## src/rtl/intc_pkg.sv

```systemverilog
package intc_pkg;

   localparam int unsigned DEF_LEVELS = 32;
   localparam int unsigned DEF_SRCS   = 8;

   // software request bit idx maps to priority idx - base + 1
   function automatic int sw_prio(input int idx, input int base);
      return idx - base + 1;
   endfunction

endpackage

```

## src/rtl/intc_level_bank.sv

```systemverilog
module intc_level_bank #(
   parameter int LEVELS = 32,
   parameter int SRCS   = 8,
   parameter int LVL_W  = 6,
   parameter int SRC_W  = 4
) (
   input  logic             clk,
   input  logic             rst_n,
   input  logic             post_v,
   input  logic [LVL_W-1:0] post_lvl,
   input  logic [SRC_W-1:0] post_src,
   input  logic             clr_v,
   input  logic [LVL_W-1:0] clr_lvl,
   input  logic [SRC_W-1:0] clr_src,
   input  logic             clr_all,
   output logic [LEVELS-1:0] status,
   output logic             post_bad,
   output logic             clr_bad
);

   logic post_ok, clr_ok;

   assign post_bad = post_v && ((post_lvl >= LVL_W'(LEVELS)) || (post_src >= SRC_W'(SRCS)));
   assign clr_bad  = clr_v  && ((clr_lvl  >= LVL_W'(LEVELS)) || (clr_src  >= SRC_W'(SRCS)));
   assign post_ok  = post_v && !post_bad;
   assign clr_ok   = clr_v  && !clr_bad;

   for (genvar l = 0; l < LEVELS; l++) begin : g_lvl
      logic [SRCS-1:0] pend;
      logic [SRCS-1:0] set_m, clr_m;

      assign set_m = (post_ok && post_lvl == LVL_W'(l)) ? (SRCS'(1) << post_src) : '0;
      assign clr_m = (clr_ok  && clr_lvl  == LVL_W'(l)) ? (SRCS'(1) << clr_src)  : '0;

      always_ff @(posedge clk or negedge rst_n) begin
         if (!rst_n)       pend <= '0;
         else if (clr_all) pend <= '0;
         else              pend <= (pend & ~clr_m) | set_m;   // set applied last: post wins
      end

      assign status[l] = |pend;
   end

endmodule

```

## src/rtl/intc_prio_merge.sv

```systemverilog
module intc_prio_merge
   import intc_pkg::*;
#(
   parameter int LEVELS  = 32,
   parameter int SW_MIN  = 4,
   parameter int SW_MAX  = 16,
   parameter int EXT_MIN = 16,
   parameter int EXT_MAX = 32,
   parameter int PRIO_W  = 5
) (
   input  logic [LEVELS-1:0] status,
   input  logic [LEVELS-1:0] sw_req,
   output logic [PRIO_W-1:0] prio,
   output logic [LEVELS-1:0] summary
);

   always_comb begin
      prio    = '0;
      summary = '0;
      for (int i = SW_MIN; i < SW_MAX; i++) begin
         if (sw_req[i]) begin
            prio       = PRIO_W'(sw_prio(i, SW_MIN));
            summary[i] = 1'b1;
         end
      end
      for (int i = EXT_MIN; i < EXT_MAX; i++) begin
         if (status[i]) begin
            prio       = PRIO_W'(i);
            summary[i] = 1'b1;
         end
      end
   end

endmodule

```

## src/rtl/intc_info_regs.sv

```systemverilog
module intc_info_regs #(
   parameter int LEVELS = 32,
   parameter int PRIO_W = 5
) (
   input  logic              clk,
   input  logic              rst_n,
   input  logic              take,
   input  logic [PRIO_W-1:0] prio,
   input  logic [LEVELS-1:0] summary,
   input  logic              commit,
   output logic [PRIO_W-1:0] hold_prio,
   output logic [LEVELS-1:0] hold_sum,
   output logic [LEVELS-1:0] summary_q,
   output logic [PRIO_W-1:0] intid_q,
   output logic              info_pending,
   output logic              stray_commit
);

   assign stray_commit = commit && !info_pending;

   always_ff @(posedge clk or negedge rst_n) begin
      if (!rst_n) begin
         hold_prio    <= '0;
         hold_sum     <= '0;
         summary_q    <= '0;
         intid_q      <= '0;
         info_pending <= 1'b0;
      end else begin
         if (take) begin
            hold_prio <= prio;
            hold_sum  <= summary;
         end
         if (commit && info_pending) begin
            intid_q   <= hold_prio;
            summary_q <= hold_sum;
         end
         info_pending <= take || (info_pending && !commit);
      end
   end

endmodule

```

## src/rtl/intc_leveled.sv

```systemverilog
module intc_leveled #(
   parameter int LEVELS     = intc_pkg::DEF_LEVELS,
   parameter int SRCS       = intc_pkg::DEF_SRCS,
   parameter int SW_MIN     = 4,
   parameter int SW_MAX     = 16,
   parameter int EXT_MIN    = 16,
   parameter int EXT_MAX    = 32,
   parameter bit ALIGN_GATE = 1'b1,
   localparam int LVL_W     = $clog2(LEVELS) + 1,
   localparam int SRC_W     = $clog2(SRCS) + 1,
   localparam int PRIO_W    = $clog2(LEVELS)
) (
   input  logic              clk,
   input  logic              rst_n,
   input  logic              post_v,
   input  logic [LVL_W-1:0]  post_lvl,
   input  logic [SRC_W-1:0]  post_src,
   input  logic              clr_v,
   input  logic [LVL_W-1:0]  clr_lvl,
   input  logic [SRC_W-1:0]  clr_src,
   input  logic              clr_all,
   input  logic [LEVELS-1:0] sw_req,
   input  logic [PRIO_W-1:0] threshold,
   input  logic [1:0]        pc_low,
   input  logic              commit,
   output logic              int_avail,
   output logic              take_req,
   output logic [LEVELS-1:0] summary_q,
   output logic [PRIO_W-1:0] intid_q,
   output logic              info_pending,
   output logic              err
);

   if (SW_MIN < 1 || SW_MIN >= SW_MAX || SW_MAX > LEVELS)
      $error("software band out of range");
   if (EXT_MIN < 1 || EXT_MIN >= EXT_MAX || EXT_MAX > LEVELS)
      $error("external band out of range");
   if (SW_MAX - SW_MIN >= LEVELS)
      $error("software priorities do not fit");

   logic [LEVELS-1:0] status;
   logic [LEVELS-1:0] summary;
   logic [LEVELS-1:0] hold_sum;
   logic [PRIO_W-1:0] prio;
   logic [PRIO_W-1:0] hold_prio;
   logic              post_bad, clr_bad, stray_commit;
   logic              aligned;

   if (ALIGN_GATE) begin : g_align
      assign aligned = (pc_low == 2'b00);
   end else begin : g_noalign
      assign aligned = 1'b1;
   end

   intc_level_bank #(.LEVELS(LEVELS), .SRCS(SRCS), .LVL_W(LVL_W), .SRC_W(SRC_W)) u_bank (
      .clk(clk), .rst_n(rst_n),
      .post_v(post_v), .post_lvl(post_lvl), .post_src(post_src),
      .clr_v(clr_v), .clr_lvl(clr_lvl), .clr_src(clr_src),
      .clr_all(clr_all), .status(status),
      .post_bad(post_bad), .clr_bad(clr_bad)
   );

   intc_prio_merge #(.LEVELS(LEVELS), .SW_MIN(SW_MIN), .SW_MAX(SW_MAX),
                     .EXT_MIN(EXT_MIN), .EXT_MAX(EXT_MAX), .PRIO_W(PRIO_W)) u_merge (
      .status(status), .sw_req(sw_req), .prio(prio), .summary(summary)
   );

   assign int_avail = aligned && (status != '0);
   assign take_req  = aligned && (prio > threshold);

   intc_info_regs #(.LEVELS(LEVELS), .PRIO_W(PRIO_W)) u_info (
      .clk(clk), .rst_n(rst_n), .take(take_req), .prio(prio), .summary(summary),
      .commit(commit), .hold_prio(hold_prio), .hold_sum(hold_sum),
      .summary_q(summary_q), .intid_q(intid_q),
      .info_pending(info_pending), .stray_commit(stray_commit)
   );

   always_ff @(posedge clk or negedge rst_n) begin
      if (!rst_n) err <= 1'b0;
      else        err <= err || post_bad || clr_bad || stray_commit;
   end

endmodule

```

## config.mk

```make
export PLATFORM = sky130hd
export DESIGN_NAME = intc_leveled
export DESIGN_NICKNAME = d
export VERILOG_FILES = /design/src/rtl/intc_pkg.sv /design/src/rtl/intc_level_bank.sv /design/src/rtl/intc_prio_merge.sv /design/src/rtl/intc_info_regs.sv /design/src/rtl/intc_leveled.sv
export SDC_FILE = /design/constraint.sdc
export NUM_CORES = 1
export LEC_CHECK = 0
export BUFFER_PORTS_ARGS = -buffer_cell sky130_fd_sc_hd__buf_2
export CAP_MARGIN = 20
export CORE_UTILIZATION = 25
export DETAILED_ROUTE_END_ITERATION = 7
export PLACE_DENSITY = 0.37
export SLEW_MARGIN = 10
export SYNTH_ARGS = -nofsm -noshare
export SYNTH_HDL_FRONTEND = slang
export SYNTH_SLANG_ARGS = --single-unit
```

## constraint.sdc

```tcl
create_clock -name clk -period 4 [get_ports clk]
set_input_delay 0.2 -clock clk [delete_from_list [all_inputs] [get_ports clk]]
set_output_delay 0.2 -clock clk [all_outputs]
set_load 0.01 [all_outputs]
```

==> results_dict.tcl <==
set metrics [dict create \
    cts_setup_buffers 0 \
    cp-end-kind "output pin" \
    wl_per_cell_um 21.9 \
    worstMarginPinSlew_ns 1.20 \
    drt_iter0_drc 917 \
    ant_nets 0 \
    cp_data_arrival_time_ns 3.62 \
    ys_ff_latch 324 \
    syn_area_mm2 0.0144 \
    grt_max_degree 119 \
    period_share_pct 95.4 \
    fmax_mhz 262 \
    critPathKind "reg -> out" \
    hpwl_um 31500 \
    rsz0062_at_grt "no" \
    yosys-mux-area-fraction_pct 3.36 \
    die_w_um 242 \
    vdd_drop_max_mv 0.235 \
    synth_top_cell_by_area "dfrtp_1" \
    drive_gt1_share_pct 14.8 \
    syn-instance-count 1585 \
    register_area_mm2 0.00811 \
    start_util_pct 25.4 \
    dieArea_mm2 0.0586 \
    finish.utilization_pct 30.3 \
    final_nets 1738 \
    die_h_um 242 \
    vias_per_cell 5.07 \
    drcViolationCount 0 \
    htreeDepth 2 \
    syn_area_per_cell_um2 9.10 \
    cts_tree "yes" \
    drt_wl_total_um 53600 \
    mostFrequentLayoutCell "nand2_1" \
    synth_area_leaders "dfrtp_1, o21ai_0, nand2_1, a21oi_1, mux2_2" \
    power_density_mw_per_mm2 437 \
    hold_violations 0 \
    synth.distinct_cells 44 \
    fin_crit_ns 3.82 \
    synth_seq_area_share_pct 56.2 \
    synth_flop_cell "dfrtp_1" \
    drt_first_pass_iters 5 \
    slew_headroom_pct 19.4 \
    slowest_delay_ns 0.54 \
    setup_viol 0 \
    async_flop_share_pct 100 \
    area_growth_syn_to_layout_pct 19.3 \
    synth_top_family_by_area "compound AO/OA/AOI/OAI gates" \
    track_usage_pct 18.3 \
    finClkSkew_ns 0.0127 \
    hold_path.class "in -> reg" \
    status "finished clean" \
    filler_cell_count 5992 \
    globalplace.congestion 0.769 \
    synthAdderAreaFrac_pct 0.434 \
    num_vias 12400 \
    drv_cap 0 \
    insertion_delay_ns 0.56 \
    placed_area_mm2 0.0158 \
    cts_made_buffers 40 \
    multiInputGateArea_mm2 0.00604 \
    synth_edf_count 0 \
    synth_xor_xnor_area_share_pct 0 \
    path_clk_slew_ns 0.06 \
    p_leak_nw 7.20 \
    antenna_found_initial 2 \
    yosysTopAreaCellShare_pct 56.2 \
    reg2reg_slack_ns 0.59 \
    cts_root_buf "clkbuf_16" \
    synth_simple_gate_area_share_pct 17.5 \
    critPathSlowestCell "or4_4" \
    path_cells "or4_4, nor2_4, nand3_2, nor4_2, and3_4, inv_1, ha_1, and3_1, a311oi_2, o21ai_4, inv_4, buf_2" \
    yosys_warnings 0 \
    crit_fanout 11 \
    grt-ovfl-total 0 \
    final_cell_mix "nand2_1, dfrtp_1, o21ai_0, a21oi_1, buf_2" \
    core_mm2 0.0567 \
    synth-compound-area-share_pct 19.6 \
    grt_pass1_wl_um 81700 \
    required_ns 3.80 \
    grt_pass1_vias 12500 \
    rows 87 \
    dp.cells 2366 \
    clock-sinks 324 \
    cts_buffer_depth 3 \
    timing.setup.tns_ns 0 \
    slew_violations 0 \
    start_kind "register" \
    port_buffers 81 \
    instances_no_fill 2445 \
    fin_area_mm2 0.0172 \
    ioPinCount 106 \
]
==> per-layer routing <==
metal	routed length [µm]	part of all wire [%]	vias up	global-route usage (%)
li1	-	-	5730	-
met4	1310	2.4	2	5.85
met5	13	0.024	-	0
met1	24600	46	6209	25.1
met2	25000	47	364	29.6
met3	2700	5.0	88	2.55
==> stage by stage <==
stage | hold WS, ns | worst slack (ns) | power (mW)
6_report | 0.120 | 0.184 | 7.52
5_1_grt | 0.148 | 0.0278 | 7.86
4_1_cts | 0.143 | 0.0412 | 7.66
3_5_place_dp | 0.368 | 0.340 | 4.19
3_3_place_gp | 0.369 | 0.403 | 4.19
2_1_floorplan | -0.0956 | 0.821 | 3.85
==> final timing paths <==
| check | start | to | cells past startpoint |
|---|---|---|---|
| hold / removal | pc_low[1] | u_info.hold_sum[15] | 6 |
| max in group asynchronous | rst_n | u_bank.g_lvl[28].pend[7] | 3 |
| setup / recovery | u_bank.g_lvl[20].pend[2] | take_req | 12 |
| min in group asynchronous | rst_n | u_info.summary_q[28] | 2 |
| setup reg to reg | u_bank.g_lvl[20].pend[2] | u_info.hold_sum[16] | 12 |
| hold reg to reg | u_info.hold_sum[6] | u_info.hold_sum[6] | 2 |
==> state kept, by name, summed over array words and instances (netlist names) <==
| register | flops |
|---|---|
| err | 1 |
| u_bank.g_lvl.pend | 256 |
| u_info.hold_prio | 5 |
| u_info.hold_sum | 28 |
| u_info.info_pending | 1 |
| u_info.intid_q | 5 |
| u_info.summary_q | 28 |
==> synth_stat cells (2+ instances only) <==
| cell type | number |
|---|---|
| a31oi_1 | 3 |
| clkbuf_1 | 86 |
| and2_1 | 6 |
| a211o_1 | 2 |
| a21oi_1 | 262 |
| nand3b_1 | 4 |
| buf_2 | 3 |
| or4_4 | 2 |
| nand3_1 | 15 |
| nor2b_1 | 10 |
| nand4_1 | 12 |
| nand2b_1 | 10 |
| o21ai_0 | 270 |
| and3_1 | 2 |
| dfrtp_1 | 324 |
| nor3_2 | 8 |
| inv_1 | 9 |
| nor4_2 | 2 |
| o31ai_1 | 3 |
| nand2_1 | 350 |
| nor4_1 | 66 |
| o21ai_1 | 3 |
| ha_1 | 5 |
| nor3_1 | 10 |
| a311oi_1 | 3 |
| buf_4 | 4 |
| mux2_2 | 43 |
| buf_1 | 3 |
| nor2_1 | 48 |
| nor3b_1 | 3 |
==> logic make-up after synthesis <==
logic type,after synthesis
AO/OA/AOI/OAI,553
flip-flops,324
buffers and inverters,106
other,1
adder cells (fa/ha/maj),5
AND/OR/NAND/NOR,553
multiplexers,43
==> report_power, final <==
group / switching (mW) / internal [mW]
clock network: 1.41 / 1.99
logic: 0.417 / 0.225
registers: 0.0692 / 3.42
==> critical path, delay by kind of cell (launching register included) <==
family	cells	cell delay [ns]
AO/OA/AOI/OAI	2	0.42
flip-flops	1	0.38
AND/OR/NAND/NOR	6	1.61
buffers and inverters	3	0.34
adder cells (fa/ha/maj)	1	0.30
==> final cells by class <==
class	count	area share [%]
antenna	1	0.0145
multi-input combinational	1158	35.1
tap	756	5.50
sequential	324	47.1
clock inverter	3	0.0873
inverter	10	0.233
timing repair buffer	134	5.21
clock buffer	59	6.76
==> repair_timing <==
action,in CTS,in global routing
endpoints found under the hold margin,120,0
hold buffers,16,0
setup endpoints to repair,1,1
pin swaps,0,1
resized for setup,6,7
Power figures use the tool's default switching activity.
